### src/rtl/sat_pwm_pkg.sv
package sat_pwm_pkg;
    typedef enum logic {
        ST_HALT = 1'b0,
        ST_RUN  = 1'b1
    } pwm_state_e;
endpackage

### src/rtl/pwm_period_counter.sv
module pwm_period_counter #(
    parameter int PERIOD = 250,
    parameter int CNT_W  = $clog2(PERIOD)
) (
    input  logic             clk,
    input  logic             rst_n,
    input  logic             run,
    input  logic             tick,
    output logic [CNT_W-1:0] count,
    output logic             wrap
);
    localparam logic [CNT_W-1:0] LAST = CNT_W'(PERIOD - 1);

    logic [CNT_W-1:0] count_d;

    assign wrap = run && tick && (count == LAST);

    always_comb begin
        count_d = count;
        if (!run) begin
            count_d = '0;
        end else if (tick) begin
            count_d = (count == LAST) ? '0 : count + 1'b1;
        end
    end

    always_ff @(posedge clk or negedge rst_n) begin
        if (!rst_n) count <= '0;
        else        count <= count_d;
    end

    // count stays within the period
    p_cnt_range_r2: assert property (@(posedge clk) disable iff (!rst_n)
        count <= LAST);
    // last count returns to zero on a tick
    p_wrap_zero_r2: assert property (@(posedge clk) disable iff (!rst_n)
        (run && tick && count == LAST) |=> count == '0);
    // no tick, no movement
    p_hold_tick_r8: assert property (@(posedge clk) disable iff (!rst_n)
        (run && !tick) |=> $stable(count));
    // halted counter sits at zero
    p_halt_zero_r7: assert property (@(posedge clk) disable iff (!rst_n)
        !run |=> count == '0);
endmodule

### src/rtl/pwm_duty_buffer.sv
module pwm_duty_buffer #(
    parameter int DUTY_W = 8
) (
    input  logic              clk,
    input  logic              rst_n,
    input  logic              wr,
    input  logic [DUTY_W-1:0] din,
    input  logic              load,
    output logic [DUTY_W-1:0] active
);
    logic [DUTY_W-1:0] pending;

    always_ff @(posedge clk or negedge rst_n) begin
        if (!rst_n)  pending <= '0;
        else if (wr) pending <= din;
    end

    always_ff @(posedge clk or negedge rst_n) begin
        if (!rst_n)    active <= '0;
        else if (load) active <= pending;
    end

    // compare value moves only on a load
    p_hold_active_r5: assert property (@(posedge clk) disable iff (!rst_n)
        !load |=> $stable(active));
    // a load takes the value buffered before a same-edge write
    p_old_value_r6: assert property (@(posedge clk) disable iff (!rst_n)
        (load && wr) |=> active == $past(pending));
endmodule

### src/rtl/pwm_compare.sv
module pwm_compare #(
    parameter int CNT_W  = 8,
    parameter int DUTY_W = 8
) (
    input  logic [CNT_W-1:0]  count,
    input  logic [DUTY_W-1:0] active,
    output logic              above
);
    always_comb begin
        above = int'(count) < int'(active);
    end
endmodule

### src/rtl/sat_pwm_gen.sv
module sat_pwm_gen
    import sat_pwm_pkg::*;
#(
    parameter int PERIOD = 250,
    parameter int DUTY_W = 8
) (
    input  logic              clk,
    input  logic              rst_n,
    input  logic              enable,
    input  logic              tick,
    input  logic              duty_wr,
    input  logic [DUTY_W-1:0] duty_in,
    output logic              pwm_out
);
    localparam int CNT_W = $clog2(PERIOD);

    pwm_state_e        state_q, state_d;
    logic [CNT_W-1:0]  count;
    logic              wrap;
    logic              load;
    logic [DUTY_W-1:0] active;
    logic              above;
    logic              running;

    always_comb begin
        state_d = state_q;
        unique case (state_q)
            ST_HALT: if (enable)  state_d = ST_RUN;
            ST_RUN:  if (!enable) state_d = ST_HALT;
            default: state_d = ST_HALT;
        endcase
    end

    always_ff @(posedge clk or negedge rst_n) begin
        if (!rst_n) state_q <= ST_HALT;
        else        state_q <= state_d;
    end

    assign running = (state_q == ST_RUN);
    assign load    = !running || wrap;

    pwm_period_counter #(.PERIOD(PERIOD), .CNT_W(CNT_W)) i_counter (
        .clk   (clk),
        .rst_n (rst_n),
        .run   (running),
        .tick  (tick),
        .count (count),
        .wrap  (wrap)
    );

    pwm_duty_buffer #(.DUTY_W(DUTY_W)) i_buffer (
        .clk    (clk),
        .rst_n  (rst_n),
        .wr     (duty_wr),
        .din    (duty_in),
        .load   (load),
        .active (active)
    );

    pwm_compare #(.CNT_W(CNT_W), .DUTY_W(DUTY_W)) i_compare (
        .count  (count),
        .active (active),
        .above  (above)
    );

    always_comb begin
        pwm_out = 1'b0;
        unique case (state_q)
            ST_HALT: pwm_out = 1'b0;
            ST_RUN:  pwm_out = enable && above;
            default: pwm_out = 1'b0;
        endcase
    end

    // the output can only rise at the start of a period
    p_rise_at_start_r3: assert property (@(posedge clk) disable iff (!rst_n)
        $rose(pwm_out) |-> count == '0);
    // saturated codes keep the output high through the next cycle
    p_sat_high_r4: assert property (@(posedge clk) disable iff (!rst_n)
        (running && enable && int'(active) >= PERIOD && !wrap) |=> (pwm_out || !enable));
    // halted state never drives the output
    p_halt_low_r7: assert property (@(posedge clk) disable iff (!rst_n)
        state_q == ST_HALT |-> !pwm_out);
endmodule

### config.mk
export PLATFORM = sky130hd
export DESIGN_NAME = sat_pwm_gen
export DESIGN_NICKNAME = d
export VERILOG_FILES = /design/src/rtl/sat_pwm_pkg.sv /design/src/rtl/pwm_period_counter.sv /design/src/rtl/pwm_duty_buffer.sv /design/src/rtl/pwm_compare.sv /design/src/rtl/sat_pwm_gen.sv
export SDC_FILE = /design/constraint.sdc
export NUM_CORES = 1
export LEC_CHECK = 0
export BUFFER_PORTS_ARGS = -buffer_cell sky130_fd_sc_hd__buf_2
export CELL_PAD_IN_SITES_DETAIL_PLACEMENT = 1
export CELL_PAD_IN_SITES_GLOBAL_PLACEMENT = 2
export CORE_MARGIN = 2
export CORE_UTILIZATION = 34
export CTS_CLUSTER_DIAMETER = 200
export DETAILED_ROUTE_END_ITERATION = 16
export PLACE_DENSITY_LB_ADDON = 0.1
export SLEW_MARGIN = 10
export SYNTH_ARGS = -nofsm -noshare
export SYNTH_HDL_FRONTEND = slang
export SYNTH_SLANG_ARGS = --single-unit
### constraint.sdc
create_clock -name clk -period 2.15 [get_ports clk]
set_clock_uncertainty 0.15 [all_clocks]
set_input_delay 0.645 -clock clk [delete_from_list [all_inputs] [get_ports clk]]
set_output_delay 0.645 -clock clk [all_outputs]
set_load 0.01 [all_outputs]
Yosys cells after proc, flatten, opt, wreduce, memory -nomap -nowiden
Cells that the tools add are included.
W data, S select, Z words.
{"block": "word_totals", "mem_bits_rw": 0, "mem_bits_ro": 0, "ff_bits": 25, "latch_bits": 0, "mem_count": 0, "wordCells": 19, "output_inout_bits": 1}
{"block": "op_classes", "n_shift": 0, "div": 0, "reduce_logical": 5, "n_eq_ne": 2, "mux": 5, "add_sub_neg": 1, "order_cmp": 1, "mul": 0, "bitwise": 1}
{"operator": "$mux W8", "count": 3}
{"operator": "$add A8 B1 Y8 const B", "count": 1}
{"operator": "$eq A8 B8 Y1 const B", "count": 1}
{"operator": "$lt A8 B8 Y1", "count": 1}
{"operator": "$logic_and A1 B1 Y1", "count": 3}
{"operator": "$ne A2 B2 Y1 const B", "count": 1}
{"operator": "$pmux W1 S2", "count": 1}
{"operator": "$logic_not A1 Y1", "count": 1}
{"operator": "$logic_or A1 B1 Y1", "count": 1}
{"operator": "$mux W1", "count": 1}
{"operator": "$not A1 Y1", "count": 1}

Depth between registers and ports, before layout
{"block": "logic_depth", "depth_word": 4, "depth_mapped": 5, "ltp_nobuf": 5}

Hierarchy
A second synthesis with hierarchy kept.
{"block": "unflattened", "cells_unflattened": 113, "hier_area_um2": 1323.8}
{"mod": "pwm_duty_buffer", "seq_area_each_um2": 400.4, "area_each_um2": 663.1, "cells_each": 34, "instances": 1}
{"mod": "pwm_period_counter", "seq_area_each_um2": 200.2, "area_each_um2": 446.7, "cells_each": 51, "instances": 1}
{"mod": "pwm_compare", "seq_area_each_um2": 0.0, "area_each_um2": 176.4, "cells_each": 25, "instances": 1}
{"mod": "sat_pwm_gen", "seq_area_each_um2": 25.0, "area_each_um2": 37.5, "cells_each": 3, "instances": 1}

Least setup slack after synthesis
OpenSTA, ideal clock, no wires.
{"block": "synth_timing", "path_type": "reg-to-output", "from": "register i_counter.count[3]", "to": "output port pwm_out", "arrival_time_ns": 1.511, "setup_slack_ns": -0.156, "path_buffers": 0, "stages_incl_launch_ff": 5, "required_time_ns": 1.355, "path_cell_list": "dfrtp_1 ha_1 a2111oi_0 o21ai_0 a41oi_1"}
{"block": "synth_via", "elab_chain_len": 3}
{"item": "start, declared", "line": "pwm_period_counter.sv:9", "text": "output logic [CNT_W-1:0] count,"}
{"item": "start signal, assigned", "line": "pwm_period_counter.sv:29", "text": "else count <= count_d;"}
{"item": "$lt A8 B8 Y1", "line": "pwm_compare.sv:10", "text": "above = int'(count) < int'(active);"}
{"item": "$logic_and A1 B1 Y1", "line": "sat_pwm_gen.sv:70", "text": "ST_RUN: pwm_out = enable && above;"}
{"item": "$pmux W1 S2", "line": "sat_pwm_gen.sv:68", "text": "unique case (state_q)"}
{"item": "end, declared", "line": "sat_pwm_gen.sv:13", "text": "output logic pwm_out"}
No other way between the ends.

Final worst setup path
{"block": "layout_timing", "from": "register i_buffer.active[3]", "to": "output port pwm_out"}
{"block": "layout_via", "elab_chain_len": 3}
{"item": "start, declared", "line": "pwm_duty_buffer.sv:9", "text": "output logic [DUTY_W-1:0] active"}
{"item": "start signal, assigned", "line": "pwm_duty_buffer.sv:20", "text": "else if (load) active <= pending;"}
{"item": "$lt A8 B8 Y1", "line": "pwm_compare.sv:10"}
{"item": "$logic_and A1 B1 Y1", "line": "sat_pwm_gen.sv:70"}
{"item": "$pmux W1 S2", "line": "sat_pwm_gen.sv:68"}
No other way between the ends.

==> flow_metrics.env <==
export IMPL_drt_iter0_markers=54
export IMPL_wl_per_cell_um=14.32
export IMPL_fin_hold_ws_ns=0.2021
export IMPL_rsz0062_at_grt="true"
export IMPL_slew_headroom=0.6229
export IMPL_yosys_area_share_simple=0.1148
export IMPL_pre_cts_ws_ns=-0.1195
export IMPL_status="finished with violations"
export IMPL_cts_sinks=25
export IMPL_ys_seq_area_frac=0.4907
export IMPL_fp_dieH_um=65.24
export IMPL_vias=918
export IMPL_ir_drop_uv=259.7
export IMPL_rrSetupSlack_ns=0.24
export IMPL_port_buffers=13
export IMPL_drive_gt1_frac=0.3481
export IMPL_report_final_slew_viol_count=0
export IMPL_grt_pass1_vias=934
export IMPL_cts_tree="done"
export IMPL_power_leakage_nw=0.6852
export IMPL_synth_compound_area_frac=0.1237
export IMPL_synthXorXnorAreaFrac=0
export IMPL_fillCellCount=431
export IMPL_overflow=0
export IMPL_critPathBufInv=2
export IMPL_track_usage=0.1437
export IMPL_die_area_um2=4256
export IMPL_worstMarginPinSlew_ns=0.5657
export IMPL_ant_nets=0
export IMPL_synth_ff_type="dfrtp_1"
export IMPL_fin_crit_ns=2.439
export IMPL_cp_arrival_ns=1.64
export IMPL_p_per_area_nw_per_um2=626.6
export IMPL_first_pass_iters=4
export IMPL_timing_final_crit_share=1.134
export IMPL_core_area_um2=3633
export IMPL_path_delay_family="compound AO/OA/AOI/OAI gates"
export IMPL_routed_wirelength_mm=2.621
export IMPL_synth_top_family_by_area="multiplexers"
export IMPL_hold_class="in -> async"
export IMPL_r2r_cells=7
export IMPL_violations="setup timing"
export IMPL_cts_buffers=3
export IMPL_maxCapViolCount=0
export IMPL_hold_viol_final=0
export IMPL_rows=22
export IMPL_finalSetupViolCount=1
export IMPL_ys_ff_latch=25
export IMPL_layout_setup_ws_ns=-0.2885
export IMPL_place_area_um2=1476
export IMPL_design_area_um2=1553
export IMPL_fin_util=0.4273
export IMPL_nNetsFinal=158
export IMPL_synth_edf_count=0
export IMPL_cts_root_buf="clkbuf_8"
export IMPL_syn_num_nets=133
export IMPL_crit_slowest_cell="dfrtp_1"
export IMPL_viasPerCell=5.016
export IMPL_grt_max_degree=26
export IMPL_globalplace_congestion=0.7956
export IMPL_grt_pass1_wl_mm=4.588
export IMPL_diodes=0
export IMPL_ys_types=30
export IMPL_synthArstFlopShare=1.000
export IMPL_mostFrequentLayoutCell="dfrtp_1"
export IMPL_hpwl_mm=1.938
export IMPL_drc=0
export IMPL_cpPeakStageDelay_ns=0.40
export IMPL_critPathLaunch="i_buffer.active[3]"
export IMPL_r2r_end="i_buffer.active[5]"
export IMPL_cp_end_kind="output port"
export IMPL_startpoint_type="flip-flop"
export IMPL_required_ns=1.35
export IMPL_critPathCapture="pwm_out"
export IMPL_die_x_um=65.24
export IMPL_cp_depth=6
export IMPL_worstSetupPathType="reg -> out"
export IMPL_rr_startpoint="i_counter.count[1]"
export IMPL_synth_mux_area_frac=0.1413
export IMPL_path_clk_slew_ns=0.09
export IMPL_cts_max_path_buffers=2
export IMPL_postCtsHoldBufs=0
export IMPL_ctsHtreeMaxLevel=1
export IMPL_tns_ns=-0.2885
export IMPL_antenna_found_initial=0
export IMPL_path_cells="inv_2 -> ha_4 -> a2111oi_4 -> o21ai_1 -> a41oi_2 -> buf_2"
export IMPL_ioPinCount=14
export IMPL_netlist_instances=111
export IMPL_area_growth_pct=21.79
export IMPL_final_cell_mix="dfrtp_1 (25), mux2_2 (16), buf_2 (13), inv_1 (12), nand2_1 (9)"
export IMPL_initial_utilization=0.3509
export IMPL_syn_avg_cell_area_um2=11.49
export IMPL_ys_warn_count=0
export IMPL_clock_latency_ns=0.27
export IMPL_path_max_fanout=2
export IMPL_timing_fmax_mhz=410.1
export IMPL_syn_area_um2=1275
export IMPL_synth_fa_ha_area_frac=0.08832
## cell families (layout without fill, tap and decap cells)
kind of cell    after synthesis  after routing
fa+ha+maj                     9              9
simple gates                 25             25
mux                          16             16
buf+inv                      14             38
flops                        25             25
compound gates               22             22
## how the worst min path moves through the flow
stage / from / end / depth (start not counted)
global route: rst_n / i_counter.count[0] / 1
global placement: i_buffer.pending[1] / i_buffer.active[1] / 1
finish: rst_n / i_counter.count[0] / 1
detailed placement: i_buffer.pending[2] / i_buffer.pending[2] / 1
CTS: rst_n / i_counter.count[0] / 1
floorplan: rst_n / i_buffer.active[0] / 0
## routing by layer
metal | up-vias | global-route usage | wire length (um)
met5 | - | 0 | 0
met4 | 0 | 0.04688 | 16
met3 | 2 | 0.03082 | 70
met2 | 12 | 0.2258 | 1213
met1 | 452 | 0.1976 | 1321
li1 | 452 | - | -
## worst reg2reg max path, stage by stage (launching register included)
cell and delay, ns:
dfrtp_1 0.40, buf_4 0.15, inv_1 0.05, ha_1 0.16, nand4b_1 0.21, o21ai_4 0.21, buf_12 0.15, mux2_2 0.33
## flip-flops by register name (all words and copies together) (netlist names)
register,cells
i_buffer.active,8
running,1
i_counter.count,8
i_buffer.pending,8
## report_power, final
group / switching, mW / total (mW) / internal [mW] / leakage (nW)
Clock: 0.151 / 0.284 / 0.133 / 0.0228
Sequential: 0.0244 / 0.537 / 0.513 / 0.309
Combinational: 0.0711 / 0.152 / 0.0811 / 0.354
Total: 0.247 / 0.973 / 0.726 / 0.685
## cell type report
cell class	instances	area (um^2)	share of cell area
inverter	13	48.80	0.03143
sequential	25	625.6	0.4029
multi-input combinational	72	635.6	0.4093
tap	48	60.06	0.03868
timing repair buffer	21	137.6	0.08864
clock buffer	4	45.04	0.02901
## Yosys cell counts, drive strengths merged (2+ instances only)
master	instances	area (um^2)
or4	2	15.01
ha	9	112.6
inv	13	48.80
nand4b	2	17.52
or3	2	12.51
a21oi	5	25.02
dfrtp	25	625.6
mux2	16	180.2
nor2b	3	18.77
nand2	9	33.78
o21ai	6	41.29
nand3	2	10.01
## metrics by stage
step | cells | power [mW]
after floorplan | 111 | 0.6320
after global placement | 179 | 0.6881
after detailed placement | 179 | 0.6926
after CTS | 183 | 0.9911
after global routing | 183 | 1.032
final | 183 | 0.9730
## timing repair
action                                 CTS  global route
setup endpoints to repair                1             1
cloned                                   0             0
setup buffers                            0             0
gates resized for setup                  5             0
endpoints found under the hold margin    0             0
(Power assumes the default switching activity.)
